File: config.mk
export PLATFORM = sky130hd
export DESIGN_NAME = sync_blank_inserter
export DESIGN_NICKNAME = d
export VERILOG_FILES = /design/src/rtl/sbi_pkg.sv /design/src/rtl/sbi_ctl_delay.sv /design/src/rtl/sbi_chan_mux.sv /design/src/rtl/sync_blank_inserter.sv
export SDC_FILE = /design/constraint.sdc
export NUM_CORES = 1
export LEC_CHECK = 0
export BUFFER_PORTS_ARGS = -buffer_cell sky130_fd_sc_hd__buf_2
export CAP_MARGIN = 15
export CORE_AREA = 4 4 73 48
export DETAILED_ROUTE_END_ITERATION = 8
export DIE_AREA = 0 0 77 52
export GPL_ROUTABILITY_DRIVEN = 0
export HOLD_SLACK_MARGIN = 0.15
export PLACE_DENSITY_LB_ADDON = 0.05
export SYNTH_ARGS = -nofsm -noshare
export SYNTH_HDL_FRONTEND = slang
export SYNTH_SLANG_ARGS = --single-unit
export TNS_END_PERCENT = 20
File: constraint.sdc
create_clock -name clk -period 1.4 [get_ports clk]
set_clock_uncertainty 0.05 [all_clocks]
set_input_delay 0.28 -clock clk [delete_from_list [all_inputs] [get_ports clk]]
set_output_delay 0.28 -clock clk [all_outputs]
set_load 0.005 [all_outputs]
File: src/rtl/sbi_pkg.sv
package sbi_pkg;

    typedef enum logic [1:0] {
        MODE_RGB444     = 2'd0,
        MODE_YCC444     = 2'd1,
        MODE_YCC422_TWO = 2'd2,
        MODE_YCC422_ONE = 2'd3
    } vmode_e;

    // Control strobes converted to active-high form.
    typedef struct packed {
        logic sync;
        logic tri_hi;
        logic blank;
    } ctl_t;

    localparam ctl_t CTL_IDLE = '{sync: 1'b0, tri_hi: 1'b0, blank: 1'b0};

    function automatic int unsigned max3(int unsigned a, int unsigned b, int unsigned c);
        int unsigned m;
        m = (a > b) ? a : b;
        return (m > c) ? m : c;
    endfunction

    function automatic ctl_t decode_ctl(logic sync_n, logic tri_sel, logic blank_n);
        ctl_t r;
        r.sync   = ~sync_n;
        r.tri_hi = tri_sel;
        r.blank  = ~blank_n;
        return r;
    endfunction

endpackage

File: src/rtl/sbi_ctl_delay.sv
module sbi_ctl_delay
    import sbi_pkg::*;
#(
    parameter int unsigned MAXD = 2,
    parameter int unsigned SELW = 2
) (
    input  logic            clk,
    input  logic            rst,
    input  ctl_t            ctl_i,
    input  logic [SELW-1:0] sel_i,
    output ctl_t            ctl_o
);

    ctl_t stage [0:MAXD];

    always_ff @(posedge clk) begin
        if (rst) stage[0] <= CTL_IDLE;
        else     stage[0] <= ctl_i;
    end

    generate
        for (genvar i = 1; i <= MAXD; i++) begin : g_stage
            always_ff @(posedge clk) begin
                if (rst) stage[i] <= CTL_IDLE;
                else     stage[i] <= stage[i-1];
            end
        end
    endgenerate

    always_comb begin
        if (int'(sel_i) > MAXD) ctl_o = stage[MAXD];
        else                    ctl_o = stage[sel_i];
    end

endmodule

File: src/rtl/sbi_chan_mux.sv
module sbi_chan_mux
    import sbi_pkg::*;
#(
    parameter int unsigned W          = 8,
    parameter bit          IS_LUMA    = 1'b0,
    parameter bit          MID_CHROMA = 1'b0
) (
    input  logic         clk,
    input  logic         rst,
    input  ctl_t         ctl_i,
    input  logic         ins_all,
    input  logic [W-1:0] pix_i,
    output logic [W-1:0] code_o,
    output logic         neg_o,
    output logic         pos_o
);

    localparam logic [W-1:0] MID_CODE = W'(1) << (W - 1);

    logic [W-1:0] blank_code;
    logic         selected;

    always_comb begin
        if (IS_LUMA)                     blank_code = '0;
        else if (ins_all || MID_CHROMA)  blank_code = MID_CODE;
        else                             blank_code = '0;
        selected = IS_LUMA || ins_all;
    end

    always_ff @(posedge clk) begin
        if (rst) begin
            code_o <= '0;
            neg_o  <= 1'b0;
            pos_o  <= 1'b0;
        end else if (ctl_i.sync) begin
            code_o <= blank_code;
            neg_o  <= selected && !ctl_i.tri_hi;
            pos_o  <= selected &&  ctl_i.tri_hi;
        end else begin
            code_o <= ctl_i.blank ? blank_code : pix_i;
            neg_o  <= 1'b0;
            pos_o  <= 1'b0;
        end
    end

endmodule

File: src/rtl/sync_blank_inserter.sv
module sync_blank_inserter
    import sbi_pkg::*;
#(
    parameter int unsigned W          = 8,
    parameter int unsigned DLY_FULL   = 0,
    parameter int unsigned DLY_TWO    = 1,
    parameter int unsigned DLY_ONE    = 2,
    parameter bit          MID_CHROMA = 1'b0
) (
    input  logic           clk,
    input  logic           rst,
    input  logic           sync_n,
    input  logic           tri_sel,
    input  logic           blank_n,
    input  logic           ins_all,
    input  logic [1:0]     mode,
    input  logic [3*W-1:0] pix_i,
    output logic [3*W-1:0] code_o,
    output logic [2:0]     neg_en_o,
    output logic [2:0]     pos_en_o
);

    localparam int unsigned MAXD = max3(DLY_FULL, DLY_TWO, DLY_ONE);
    localparam int unsigned SELW = (MAXD > 0) ? $clog2(MAXD + 1) : 1;
    localparam int unsigned NCH  = 3;
    localparam int unsigned LUMA = 1;

    ctl_t            ctl_now;
    ctl_t            ctl_dly;
    logic [SELW-1:0] tap;

    assign ctl_now = decode_ctl(sync_n, tri_sel, blank_n);

    always_comb begin
        case (vmode_e'(mode))
            MODE_YCC422_TWO: tap = SELW'(DLY_TWO);
            MODE_YCC422_ONE: tap = SELW'(DLY_ONE);
            default:         tap = SELW'(DLY_FULL);
        endcase
    end

    sbi_ctl_delay #(.MAXD(MAXD), .SELW(SELW)) u_dly (
        .clk   (clk),
        .rst   (rst),
        .ctl_i (ctl_now),
        .sel_i (tap),
        .ctl_o (ctl_dly)
    );

    generate
        for (genvar c = 0; c < NCH; c++) begin : g_ch
            sbi_chan_mux #(
                .W          (W),
                .IS_LUMA    (c == LUMA),
                .MID_CHROMA (MID_CHROMA)
            ) u_mux (
                .clk     (clk),
                .rst     (rst),
                .ctl_i   (ctl_dly),
                .ins_all (ins_all),
                .pix_i   (pix_i[c*W +: W]),
                .code_o  (code_o[c*W +: W]),
                .neg_o   (neg_en_o[c]),
                .pos_o   (pos_en_o[c])
            );
        end
    endgenerate

endmodule

==> qor.yml <==
placement:
  dp.cells: 188
  io_buffers: 61
  hpwl_um: 1710
min_path:
  holdPathStages: 2
  hold_end: "g_ch[2].u_mux.code_o[3]"
  min_from: "pix_i[19]"
  hold_path.class: "in2reg"
logic_synthesis:
  yosys.area_share.simple_pct: 21.6
  ys_seq_elements: 37
  yosysWarnings: 0
  synthTopCellsByArea: "dfxtp_1 (64%), and2_1 (13%), nor2b_1 (4.9%), buf_4 (3.9%), mux2i_1 (2.6%)"
  synth_area_mm2: 0.00115
  yosysMostFrequentCell: "dfxtp_1"
  ys.flop_type: "dfxtp_1"
  synth_mux_area_share_pct: 2.61
  syn-num-nets: 131
  synth_common_cells: "dfxtp_1 (37), and2_1 (23), nor2b_1 (9)"
  syn_inst: 99
  yosys.area.top_type_share_pct: 64.3
  synth_cell_type_count: 16
  synth.largest_area_cell: "dfxtp_1"
  synth_xor_area_share_pct: 0
  async_flop_share_pct: 0
  yosysSeqAreaShare_pct: 64.3
  synthAdderAreaFrac_pct: 0
  syn_area_per_cell_um2: 11.6
  synth_top_family_by_area: "simple AND/OR/NAND/NOR gates"
  synth_edf_count: 0
  synth_compound_area_share_pct: 4.57
finish:
  multi_input_area_um2: 335
  final_cells: 217
  area_growth_pct: 54.5
  drive_gt1_share_pct: 41.5
  regArea_um2: 741
  diodes: 0
  num-fill-cells: 255
  final_nets: 214
timing:
  slew_viol_final: 0
  period_minus_slack_ns: 1.25
  finalHoldViolations: 0
  setup_violations: 0
  rsz0062_at_grt: "no"
  final.period_utilization_pct: 89.4
  max_freq_ghz: 0.799
  holdWs_ns: 0.162
  worstMarginPinSlew_ns: 0.349
  slew_headroom_pct: 76.5
critical_path:
  crit_path_max_fanout: 22
  rr_startpoint: "u_dly.stage[1][2]"
  max_stage_delay_ns: 0.35
  crit_type: "reg2reg"
  cp.required_ns: 1.52
  cp.arrival_ns: 1.37
  worst_path_max_delay_cell: "dfxtp_1"
  r2r_cells: 5
  worstPathCellList: "mux2i_2 -> a21oi_2 -> nor3_4 -> buf_12 -> and2_1"
  timing.rr.end: "g_ch[1].u_mux.code_o[1]"
  worst-path-buf-inv: 1
  ff2ff_setup_slack_ns: 0.15
  cp-end-kind: "flip-flop"
  cp_top_family: "flip-flops"
  critPathLaunchType: "flip-flop"
floorplanning:
  dieArea_mm2: 0.00400
  die_w_um: 77
  core.rowCount: 15
  die_h_um: 52
  io_pins: 62
  core_mm2: 0.00280
  initial_core_util_pct: 41.2
status:
  status: "finished, final reports clean"
clock_network:
  cts_num_sinks: 37
  htree_levels: 2
  worstSkewPairLatency_ns: 0.27
  tritoncts: "done"
  post_cts_buffers: 0
  path_clk_slew_ns: 0.07
  clockBufferDepth: 2
  numCtsBuffers: 5
  root_buffer: "clkbuf_8"
detailed_routing:
  drt-total-wl_um: 2440
  dr_total_vias: 912
  firstDrtPassIters: 3
  drtAntennaViolNets: 0
  detail_route.vias_per_cell: 4.20
  wire_per_inst_um: 11.2
  drc_errors: 0
  drtIter0Drc: 23
global_route:
  grt_pass1_wl_um: 4050
  grt_usage_pct: 13.5
  antenna_found_initial: 0
  grt_pass1_vias: 935
  grt_max_degree: 23
  gr-total-overflow: 0
job:
  drv_cap: 0
pwr:
  p_leak_nw: 0.888
  ir_worst_vdd_uv: 697
  total_power_mw: 2.12
  powerDensity_mw_per_mm2: 1190
per-stage QoR:
step / cell area [um^2] / utilization [%] / worst slack (ns) / TNS, ns
2_1_floorplan: 1150 / - / 0.198 / 0
3_3_place_gp: 1460 / 52.3 / 0.0172 / 0
3_5_place_dp: 1460 / 52.3 / -0.0523 / -0.770
4_1_cts: 1760 / 63.1 / 0.110 / 0
5_1_grt: 1780 / 63.6 / 0.0458 / 0
6_report: 1780 / 63.6 / 0.149 / 0
layer usage:
| metal | vias up | routed length [um] | GRT usage (%) | part of all wire, % |
|---|---|---|---|---|
| met5 | - | 0 | 0 | 0 |
| met4 | 0 | 33 | 7.10 | 1.4 |
| met3 | 6 | 246 | 7.27 | 10 |
| met2 | 38 | 1190 | 21.5 | 49 |
| met1 | 399 | 973 | 14.7 | 40 |
| li1 | 469 | - | - | - |
how the worst max path moves through the flow:
stage	from	endpoint	slack [ns]	depth (start not counted)
final	u_dly.stage[1][2]	g_ch[1].u_mux.code_o[1]	0.15	5
after detailed placement	mode[0]	g_ch[0].u_mux.code_o[3]	-0.05	6
after floorplan	mode[0]	g_ch[0].u_mux.code_o[0]	0.20	5
after global placement	mode[0]	g_ch[0].u_mux.code_o[6]	0.02	6
after global routing	u_dly.stage[1][2]	g_ch[0].u_mux.code_o[3]	0.05	5
after CTS	u_dly.stage[1][2]	g_ch[0].u_mux.code_o[3]	0.11	5
report_power, final:
group,switching (mW),total [mW],internal [mW]
clock network,0.327,0.771,0.444
registers,0.0145,1.12,1.10
logic,0.0876,0.229,0.141
cell usage in the layout (no fill, tap or decap), drive strengths merged, types with 2 or more instances in the layout:
| cell | count |
|---|---|
| nor2b | 9 |
| buf | 64 |
| dlygate4sd3 | 21 |
| o41ai | 2 |
| o21ai | 2 |
| and2 | 23 |
| dfxtp | 37 |
| mux2i | 3 |
| clkbuf | 7 |
| a21oi | 2 |
| nand2 | 2 |
| inv | 2 |
| nor2 | 5 |
layout make-up:
cell class	instances	share of cell area, %
timing repair buffer	85	31.0
tap	34	2.39
sequential	37	41.7
clock buffer	7	5.42
clock inverter	1	0.281
multi-input combinational	51	18.9
inverter	2	0.422
state kept, by name (all words and copies together), names as in the netlist:
signal,count
u_dly.stage,9
g_ch.u_mux.pos_o,2
g_ch.u_mux.code_o,24
g_ch.u_mux.neg_o,2
logic make-up after synthesis:
logic type	Yosys count
simple gates	41
flops	37
buf+inv	11
compound gates	7
mux	3
repair_timing:
action                                  CTS  global route
hold endpoints to repair                 20             1
gates resized for setup                   0             1
endpoints found under the setup margin    0             1
hold buffers                             20             1
Note: power is estimated with default switching activity, not from simulation.
